===== src/rtl/tri_pkg.sv =====
package tri_pkg;
    localparam int SEQ_W = 5;

    typedef enum logic [1:0] {
        SEL_SETUP = 2'd0,
        SEL_PLO   = 2'd1,
        SEL_LEN   = 2'd2,
        SEL_NONE  = 2'd3
    } tri_sel_e;

    // Ramp down over the first half of the index range, then up.
    function automatic logic [SEQ_W-2:0] tri_level(input logic [SEQ_W-1:0] idx);
        return idx[SEQ_W-1] ? idx[SEQ_W-2:0] : ~idx[SEQ_W-2:0];
    endfunction
endpackage


===== src/rtl/tri_timer.sv =====
module tri_timer #(
    parameter int PERIOD_W = 11,
    parameter int SEQ_W    = 5,
    localparam int HI_W    = PERIOD_W - 8
) (
    input  logic                clk,
    input  logic                rst_n,
    input  logic                run,
    input  logic                lo_we,
    input  logic [7:0]          lo_data,
    input  logic                hi_we,
    input  logic [HI_W-1:0]     hi_data,
    output logic [SEQ_W-1:0]    seq_idx,
    output logic [PERIOD_W-1:0] timer_cnt
);
    typedef struct packed {
        logic [PERIOD_W-1:0] period;
        logic [PERIOD_W-1:0] cnt;
        logic [SEQ_W-1:0]    idx;
    } st_t;

    st_t st_d, st_q;

    always_comb begin
        st_d = st_q;
        if (lo_we) begin
            st_d.period[7:0] = lo_data;
        end
        if (hi_we) begin
            st_d.period[PERIOD_W-1:8] = hi_data;
            st_d.cnt = {hi_data, st_q.period[7:0]};
            st_d.idx = '0;
        end else if (run) begin
            if (st_q.cnt == '0) begin
                st_d.cnt = st_q.period;
                st_d.idx = st_q.idx + 1'b1;
            end else begin
                st_d.cnt = st_q.cnt - 1'b1;
            end
        end
    end

    always_ff @(posedge clk) begin
        if (!rst_n) st_q <= '0;
        else        st_q <= st_d;
    end

    assign seq_idx   = st_q.idx;
    assign timer_cnt = st_q.cnt;
endmodule


===== src/rtl/tri_linear.sv =====
module tri_linear #(
    parameter int LIN_W = 7
) (
    input  logic             clk,
    input  logic             rst_n,
    input  logic             setup_we,
    input  logic [LIN_W-1:0] reload_in,
    input  logic             ctrl_in,
    input  logic             restart,
    input  logic             qtr_tick,
    output logic             hold,
    output logic [LIN_W-1:0] lin_cnt
);
    typedef struct packed {
        logic [LIN_W-1:0] reload;
        logic             ctrl;
        logic             flag;
        logic [LIN_W-1:0] cnt;
    } st_t;

    st_t st_d, st_q;

    always_comb begin
        st_d = st_q;
        if (setup_we) begin
            st_d.reload = reload_in;
            st_d.ctrl   = ctrl_in;
        end
        if (qtr_tick) begin
            if (st_q.flag)             st_d.cnt = st_q.reload;
            else if (st_q.cnt != '0)   st_d.cnt = st_q.cnt - 1'b1;
            if (!st_q.ctrl)            st_d.flag = 1'b0;
        end
        // a restart in the same cycle wins over the clear
        if (restart) st_d.flag = 1'b1;
    end

    always_ff @(posedge clk) begin
        if (!rst_n) st_q <= '0;
        else        st_q <= st_d;
    end

    assign hold    = st_q.ctrl;
    assign lin_cnt = st_q.cnt;
endmodule


===== src/rtl/tri_length.sv =====
module tri_length #(
    parameter int                             LEN_W     = 8,
    parameter int                             IDX_W     = 5,
    parameter logic [(1<<IDX_W)*LEN_W-1:0]    LEN_TABLE = '0
) (
    input  logic             clk,
    input  logic             rst_n,
    input  logic             enable,
    input  logic             load_we,
    input  logic [IDX_W-1:0] load_idx,
    input  logic             half_tick,
    input  logic             halt,
    output logic [LEN_W-1:0] len_cnt
);
    typedef struct packed {
        logic [LEN_W-1:0] cnt;
    } st_t;

    st_t st_d, st_q;

    always_comb begin
        st_d = st_q;
        if (!enable) begin
            st_d.cnt = '0;
        end else if (load_we) begin
            st_d.cnt = LEN_TABLE[load_idx*LEN_W +: LEN_W];
        end else if (half_tick && !halt && st_q.cnt != '0) begin
            st_d.cnt = st_q.cnt - 1'b1;
        end
    end

    always_ff @(posedge clk) begin
        if (!rst_n) st_q <= '0;
        else        st_q <= st_d;
    end

    assign len_cnt = st_q.cnt;
endmodule


===== src/rtl/tri_voice.sv =====
module tri_voice
    import tri_pkg::*;
#(
    parameter int                          PERIOD_W  = 11,
    parameter int                          LIN_W     = 7,
    parameter int                          LEN_W     = 8,
    parameter int                          IDX_W     = 5,
    parameter logic [(1<<IDX_W)*LEN_W-1:0] LEN_TABLE = {
        8'd30, 8'd32, 8'd28, 8'd16, 8'd26, 8'd72, 8'd24, 8'd192,
        8'd22, 8'd96, 8'd20, 8'd48, 8'd18, 8'd24, 8'd16, 8'd12,
        8'd14, 8'd26, 8'd12, 8'd14, 8'd10, 8'd60, 8'd8,  8'd160,
        8'd6,  8'd80, 8'd4,  8'd40, 8'd2,  8'd20, 8'd254, 8'd10
    }
) (
    input  logic       clk,
    input  logic       rst_n,
    input  logic       wr_en,
    input  logic [1:0] wr_sel,
    input  logic [7:0] wr_data,
    input  logic       enable,
    input  logic       qtr_tick,
    input  logic       half_tick,
    output logic       len_active,
    output logic [3:0] sample
);
    localparam int HI_W = PERIOD_W - 8;

    tri_sel_e sel;
    logic     we_setup, we_plo, we_len;
    logic     hold, voiced;

    logic [SEQ_W-1:0]    seq_idx;
    logic [PERIOD_W-1:0] timer_cnt;
    logic [LIN_W-1:0]    lin_cnt;
    logic [LEN_W-1:0]    len_cnt;

    assign sel      = tri_sel_e'(wr_sel);
    assign we_setup = wr_en && (sel == SEL_SETUP);
    assign we_plo   = wr_en && (sel == SEL_PLO);
    assign we_len   = wr_en && (sel == SEL_LEN);

    assign voiced = (len_cnt != '0) && (lin_cnt != '0);

    tri_timer #(.PERIOD_W(PERIOD_W), .SEQ_W(SEQ_W)) u_timer (
        .clk       (clk),
        .rst_n     (rst_n),
        .run       (voiced),
        .lo_we     (we_plo),
        .lo_data   (wr_data),
        .hi_we     (we_len),
        .hi_data   (wr_data[HI_W-1:0]),
        .seq_idx   (seq_idx),
        .timer_cnt (timer_cnt)
    );

    tri_linear #(.LIN_W(LIN_W)) u_linear (
        .clk       (clk),
        .rst_n     (rst_n),
        .setup_we  (we_setup),
        .reload_in (wr_data[LIN_W-1:0]),
        .ctrl_in   (wr_data[7]),
        .restart   (we_len),
        .qtr_tick  (qtr_tick),
        .hold      (hold),
        .lin_cnt   (lin_cnt)
    );

    tri_length #(.LEN_W(LEN_W), .IDX_W(IDX_W), .LEN_TABLE(LEN_TABLE)) u_length (
        .clk       (clk),
        .rst_n     (rst_n),
        .enable    (enable),
        .load_we   (we_len),
        .load_idx  (wr_data[7 -: IDX_W]),
        .half_tick (half_tick),
        .halt      (hold),
        .len_cnt   (len_cnt)
    );

    assign len_active = (len_cnt != '0);
    assign sample     = voiced ? tri_level(seq_idx) : 4'd0;
endmodule


===== config.mk =====
export PLATFORM = sky130hd
export DESIGN_NAME = tri_voice
export DESIGN_NICKNAME = d
export VERILOG_FILES = /design/src/rtl/tri_pkg.sv /design/src/rtl/tri_timer.sv /design/src/rtl/tri_linear.sv /design/src/rtl/tri_length.sv /design/src/rtl/tri_voice.sv
export SDC_FILE = /design/constraint.sdc
export NUM_CORES = 1
export LEC_CHECK = 0
export BUFFER_PORTS_ARGS = -buffer_cell sky130_fd_sc_hd__buf_2
export CAP_MARGIN = 20
export CORE_MARGIN = 5
export CORE_UTILIZATION = 51
export DETAILED_ROUTE_END_ITERATION = 10
export PLACE_DENSITY_LB_ADDON = 0.08
export SETUP_SLACK_MARGIN = 0.5
export SLEW_MARGIN = 20
export SYNTH_ARGS = -nofsm -noshare
export SYNTH_HDL_FRONTEND = slang
export SYNTH_SLANG_ARGS = --single-unit
export TNS_END_PERCENT = 5

===== constraint.sdc =====
create_clock -name clk -period 2.1 [get_ports clk]
set_clock_uncertainty 0.1 [all_clocks]
set_input_delay 0.525 -clock clk [delete_from_list [all_inputs] [get_ports clk]]
set_output_delay 0.525 -clock clk [all_outputs]
set_load 0.02 [all_outputs]

==> qor.csv, run 1 <==
stage,metric,value,unit
job,drv_cap,0,
grt,antenna_found_initial,0,
sta,setup_violations,5,
synth,netlist_top_cells_area,"dfxtp_1, nor2_1, mux2i_1",
routing,viasPerCell,6.01,
floorplan,rows,28,
routing,wl_per_cell,16.8,um
layout,design_area,0.00416,mm2
power_and_ir_drop,sequentialPowerShare,24.6,%
critical_path,r2r-start,u_length.len_cnt[4],
synth,synth_top_area_cell,dfxtp_1,
floorplan,core_area,0.00589,mm2
routing,totalWireLength,8.53,mm
worst_hold_path,hp-class,reg2reg,
clocking,cts_tree,built,
clocking,cts_buffers,5,
critical_path,cp.arrival,1.50,ns
synth,yosysSeqAreaShare,33.2,%
synth,synth_area,0.00308,mm2
routing,drcViolationCount,0,
power_and_ir_drop,p_per_area,1410,mW/mm2
synth,synthArstFlopShare,0,%
grt,grt_start_max_net_pins,25,
routing,first_pass_iters,4,
sta,timing.final.crit_period,2.13,ns
critical_path,timing.rr.end,u_length.len_cnt[7],
clocking,clk_latency,0.30,ns
layout,diodes,0,
critical_path,cp-end-kind,output pin,
power_and_ir_drop,p_int,3380,uW
critical_path,cp.required,1.47,ns
critical_path,path_max_fanout,5,
power_and_ir_drop,p_comb_share,61.7,%
grt,grt_first_pass_wirelength,13.9,mm
critical_path,critPathLaunchType,register,
worst_hold_path,hold_depth,2,
floorplan,pin_count,21,
grt,grt_usage,22.5,%
floorplan,initial_core_util,52.3,%
critical_path,criticalPathCategory,reg2out,
status,status,"complete, but fails checks",
clocking,cts_root_buf,clkbuf_8,
synth,syn_inst,391,
synth,avgSynthCellArea,7.88,um2
worst_hold_path,min_from,u_timer.st_q[26],
place,dp_hpwl,5.70,mm
layout,nNetsFinal,461,
power_and_ir_drop,irDropWorstVdd,0.000958,V
layout,fillers,484,
layout,seq_area,0.00105,mm2
clocking,cts.sinks,51,
floorplan,dieWidth,87.7,um
sta,report.final.slew_viol_count,0,
clocking,clkSlewWorstSetupHoldPaths,0.09,ns
clocking,htree_levels,2,
layout,final_common_cell,nor2_1,
place,dpl_cell_area,0.00346,mm2
worst_hold_path,min_to,u_timer.st_q[26],
grt,grt_pass1_vias,2919,
sta,fin_crit_sh,101,%
grt,grt_overflow,0,
layout,multi_input_area,0.00234,mm2
power_and_ir_drop,p_leak,0.00161,uW
sta,fin_ws,-0.0262,ns
power_and_ir_drop,switching_share,42.6,%
power_and_ir_drop,clockPowerShare,13.8,%
critical_path,ff2ff_setup_slack,0.04,ns
synth,yosys_warnings,0,
status,violations,negative setup slack,
sta,relSlewSlack,61.6,%
floorplan,dieArea,0.00769,mm2
layout,final_util,70.6,%
synth,synth_fp_nets,419,
floorplan,fp.dieH,87.7,um
sta,fmax,470,MHz
sta,worst_pin_slew,0.575,ns
sta,finalHoldViolCount,0,
clocking,clockBufferDepth,2,
routing,dr_total_vias,3061,
place,portBuffers,20,
clocking,cts_hold_buf,0,
layout,final_cell_mix,"nor2_1, dfxtp_1, nand2_1",
synth,ys_types,61,
layout,drive_gt1_share,36.9,%
critical_path,rr_worst_depth,6,
synth,ys.flop_type,dfxtp_1,
layout,syn2layout_area_growth,35.0,%
sta,rsz0062_at_grt,true,
synth,synth_edf_count,0,
synth,ys_ff_latch,51,
routing,ant_nets,0,
place,place_congestion,0.825,
power_and_ir_drop,netSwitchingPower,2510,uW
synth,yosysTopAreaCellShare,33.2,%
routing,first_iter_violations,124,
[how the worst max path moves through the flow]
stage	start	endpoint	slack, ns	cells past startpoint
2_1_floorplan	wr_data[3]	u_length.len_cnt[2]	0.13	7
3_3_place_gp	wr_data[3]	u_length.len_cnt[2]	-0.001	7
3_5_place_dp	half_tick	u_length.len_cnt[6]	-0.05	6
4_1_cts	u_length.len_cnt[5]	len_active	-0.06	5
5_1_grt	u_length.len_cnt[7]	sample[2]	-0.08	6
6_report	u_length.len_cnt[7]	sample[3]	-0.03	6
[cells by family (layout without fill, tap and decap cells)]
group / Yosys count / after routing / synth area share [%]
adders and majority gates: 12 / 12 / 4.88
buffers and inverters: 43 / 86 / 6.01
DFF: 51 / 51 / 33.2
and+or+nand+nor: 149 / 149 / 23.5
xor gates and xnor gates: 11 / 11 / 3.13
muxes: 18 / 18 / 6.30
AOI/OAI and AO/OA: 107 / 107 / 23.0
[routing by layer]
layer,part of all wire (%),up-vias,GRT usage [%]
met1,44,1483,28.1
li1,-,1490,-
met5,0,-,0
met2,50,70,39.2
met4,1.9,0,8.09
met3,4.1,18,3.48
[stage by stage]
step	setup TNS [ns]	worst slack [ns]	hold slack, ns	total power [uW]	instances
2_1_floorplan	0	0.134	0.336	3100	391
3_3_place_gp	-0.00107	-0.00107	0.347	3780	497
3_5_place_dp	-0.133	-0.0546	0.351	3830	497
4_1_cts	-0.308	-0.0624	0.357	5480	508
5_1_grt	-0.461	-0.0845	0.381	6260	509
6_report	-0.111	-0.0262	0.366	5880	509
[final cells by class]
| type | count | share of cell area [%] |
|---|---|---|
| Tap cell | 75 | 2.26 |
| Clock buffer | 6 | 1.75 |
| Inverter | 21 | 2.23 |
| Multi-Input combinational cell | 297 | 56.2 |
| Timing Repair Buffer | 57 | 10.8 |
| Sequential cell | 51 | 25.4 |
| Clock inverter | 2 | 1.44 |
[cells in the mapped netlist, types with 3 or more instances]
master	instances
a31o_2	3
mux2i_1	16
ha_1	12
xnor2_1	5
nand2b_1	5
a31oi_1	3
a2bb2oi_1	3
nor3_1	8
or4_1	3
o22ai_1	3
nand3_1	9
o31ai_1	5
clkbuf_1	13
nor4_1	4
xor2_1	6
dfxtp_1	51
o211ai_1	7
nand3b_1	3
nor2_1	55
buf_2	3
o2bb2ai_1	4
a21oi_1	31
inv_1	20
nand2_1	39
o21a_1	7
nand4_1	3
a211oi_1	9
buf_1	3
o21ai_0	18
[power by group through the flow]
stage	Sequential [uW]	Clock, uW	Combinational, uW
floorplan	1290	0	1820
global placement	1320	0	2460
CTS	1400	820	3260
detailed placement	1330	0	2500
finish	1440	811	3630
global route	1480	862	3920
[registers in the layout, summed over array words and instances, names as in the netlist]
name and flops:
u_linear.lin_cnt 7, u_length.len_cnt 8, u_timer.seq_idx 5, u_timer.st_q 11
u_linear.hold 1, u_linear.st_q 8, u_timer.timer_cnt 11
[timing repair]
item / 4_1_cts / 5_1_grt
resized for setup: 91 / 44
pin swaps: 51 / 60
gates cloned: 0 / 0
setup buffers: 3 / 1
setup endpoints to repair: 34 / 35
endpoints found under the hold margin: 0 / 0
[critical path, stage by stage, from the launching register on]
cell	delay [ns]
dfxtp_2	0.36
nor4_4	0.27
and3_4	0.26
inv_6	0.05
nand2_8	0.09
nor2_4	0.04
buf_6	0.13
(Power assumes the default switching activity.)
==> run 2, diff against run 1 <==
--- a/config.mk
+++ b/config.mk
@@ -5,6 +5,7 @@
 export SDC_FILE = /design/constraint.sdc
 export NUM_CORES = 1
 export LEC_CHECK = 0
+export ABC_AREA = 1
 export BUFFER_PORTS_ARGS = -buffer_cell sky130_fd_sc_hd__buf_2
 export CAP_MARGIN = 20
 export CORE_MARGIN = 5
==> qor.csv, run 2 <==
stage,metric,value,unit,change
floorplan,pin_count,21,,unchanged
clocking,clk_latency,0.31,ns,about the same
grt,grt_usage,20.6,%,-1.9 points
status,status,finished clean,,
power_and_ir_drop,p_leak,0.00173,uW,+7.5%
synth,netlist_top_cells_area,"dfxtp_1, nand2_1, nand3_1",,
clocking,clkSlewWorstSetupHoldPaths,0.11,ns,+0.02 ns
clocking,cts_hold_buf,0,,unchanged
critical_path,crit_chain,inv_2 > ha_4 > nand2_4 > nor2_4 > nand2_4 > nand2_8 > a21oi_4 > buf_6,,
synth,synth.top_cells.by_count,"nand2_1, nand3_1, inv_1, dfxtp_1, nor2_1",,
clocking,cts_buffers,5,,unchanged
critical_path,cp.arrival,1.40,ns,-0.10 ns
place,portBuffers,20,,unchanged
grt,antenna_found_initial,0,,unchanged
critical_path,path_common_cell,nand2_4,,
grt,grt_pass1_vias,2931,,+0.41%
routing,viasPerCell,5.22,,-13%
clocking,clockBufferDepth,2,,unchanged
routing,totalWireLength,7.75,mm,-9.2%
critical_path,cp-end-kind,output pin,,
synth,synth_top_area_cell,dfxtp_1,,
routing,first_pass_iters,4,,unchanged
floorplan,core_area,0.00624,mm2,+6.0%
floorplan,initial_core_util,51.8,%,-0.51 points
sta,fmax,493,MHz,+4.9%
routing,dr_total_vias,3207,,+4.8%
floorplan,dieWidth,89.6,um,+2.2%
power_and_ir_drop,irDropWorstVdd,0.000974,V,+1.6%
power_and_ir_drop,p_per_area,1290,mW/mm2,-8.7%
clocking,htree_levels,2,,unchanged
critical_path,path_max_fanout,5,,unchanged
grt,grt_first_pass_wirelength,13.3,mm,-4.2%
routing,ant_nets,0,,unchanged
place,dp_hpwl,5.64,mm,-1.1%
synth,syn_inst,505,,+29%
critical_path,criticalPathCategory,reg2out,,
routing,wl_per_cell,12.6,um,-25%
synth,avgSynthCellArea,6.40,um2,-19%
synth,yosysTopAreaCellShare,31.6,%,-1.6 points
sta,rsz0062_at_grt,true,,
clocking,cts_tree,built,,
sta,worst_pin_slew,0.427,ns,-0.148 ns
synth,yosysSeqAreaShare,31.6,%,-1.6 points
synth,synthArstFlopShare,0,%,unchanged
synth,ys_types,32,,-48%
layout,final_cell_mix,"nand2_1, nand3_1, inv_1",,
critical_path,critPathLaunchType,register,,
synth,ys_ff_latch,51,,unchanged
layout,nNetsFinal,564,,+22%
sta,fin_ws,0.0723,ns,+0.0985 ns
sta,setup_violations,0,,-5
job,drv_cap,0,,unchanged
clocking,cts_root_buf,clkbuf_8,,
floorplan,dieArea,0.00803,mm2,+4.4%
critical_path,slowest_delay,0.35,ns,about the same
grt,grt_start_max_net_pins,23,,-8.0%
synth,synth_edf_count,0,,unchanged
sta,timing.final.crit_period,2.03,ns,-0.0985 ns
synth,yosys_warnings,0,,unchanged
place,place_ws,0.213,ns,+0.267 ns
routing,first_iter_violations,123,,-0.81%
floorplan,fp.dieH,89.6,um,+2.2%
routing,drcViolationCount,0,,unchanged
worst_hold_path,hp-class,in2reg,,
layout,fillers,634,,+31%
floorplan,rows,29,,+3.6%
critical_path,cp.required,1.47,ns,about the same
critical_path,path_delay_family,flip-flops,,
grt,grt_overflow,0,,unchanged
synth,ys.flop_type,dfxtp_1,,
synth,yosysMostFrequentCell,nand2_1,,
critical_path,crit_buf_inv,2,,unchanged
sta,fin_crit_sh,96.6,%,-4.7 points
layout,final_common_cell,nand2_1,,
layout,syn2layout_area_growth,15.2,%,
critical_path,cp_slowest_cell,dfxtp_2,,
layout,diodes,0,,unchanged
sta,finalSetupTns,0,ns,+0.111 ns
clocking,cts.sinks,51,,unchanged
synth,synth_area,0.00323,mm2,+5.0%
synth,synth_fp_nets,533,,+27%
sta,finalHoldViolCount,0,,unchanged
place,place_congestion,0.922,,+12%
sta,report.final.slew_viol_count,0,,unchanged
sta,relSlewSlack,71.5,%,+9.9 points
layout,drive_gt1_share,17.1,%,-20 points
==> run 2: timing repair <==
action	in CTS	in global routing
gates resized for setup	12	2
setup endpoints to repair	19	34
pin swaps	6	5
setup buffers	9	0
endpoints found under the hold margin	0	0
==> run 2: final cells by class <==
cell class / instances / area, um2 / area share, %
clock buffer: 5 / 68.8 / 1.85
multi-input combinational: 375 / 1980 / 53.2
tap: 77 / 96.3 / 2.59
clock inverter: 3 / 46.3 / 1.24
sequential: 51 / 1030 / 27.6
timing repair buffer: 38 / 260 / 6.99
inverter: 65 / 244 / 6.55
==> run 2: power breakdown <==
part	internal [uW]	switching [uW]	leakage, uW	total, uW
clock	360	365	0.0000548	725
combinational	1100	1700	0.00126	2800
sequential	1130	146	0.000418	1280
total	2600	2210	0.00173	4810
==> run 2: routing by layer <==
metal  global-route usage, %  wire length [um]
met5                       0                 0
met2                    33.2              3580
met4                    6.50               152
met1                    28.3              3700
met3                    3.01               309
==> run 2: per-stage QoR <==
step | std cells | util (%) | power (uW) | hold WS (ns) | area [um2]
finish | 614 | 59.7 | 4810 | 0.368 | 3720
global route | 614 | 59.7 | 5230 | 0.372 | 3720
CTS | 614 | 59.5 | 4820 | 0.362 | 3720
detailed placement | 597 | 56.0 | 3750 | 0.361 | 3490
global placement | 597 | 56.0 | 3710 | 0.349 | 3490
floorplan | 505 | - | 3320 | 0.339 | 3310
==> run 2: worst register-to-register path: stages (launching register included) <==
cell and delay, ns:
dfxtp_2 0.35, inv_2 0.05, ha_4 0.16, nand2_4 0.06, nor2_4 0.04, nand2_4 0.10, nand2_8 0.10, buf_4 0.17
buf_4 0.15, nor2_2 0.16, nand3_1 0.09, nand2_1 0.06, a21oi_1 0.04
==> run 2: kinds of logic after synthesis <==
kind of cell             synth area share (%)
AO/OA/AOI/OAI                            15.2
XOR/XNOR                                 2.44
adder cells (fa/ha/maj)                  4.64
buffers and inverters                    10.1
flip-flops                               31.6
AND/OR/NAND/NOR                          36.1
==> run 2: path summary, 6_finish.rpt <==
kind / to / cells after the start / slack (ns) / from
worst max-delay path: sample[3] / 8 / 0.07 / u_length.len_cnt[0]
worst min-delay path: u_linear.st_q[9] / 3 / 0.37 / wr_data[0]
worst max register to register: u_timer.seq_idx[2] / 12 / 0.39 / u_length.len_cnt[0]
worst min register to register: u_linear.lin_cnt[5] / 2 / 0.37 / u_linear.lin_cnt[5]
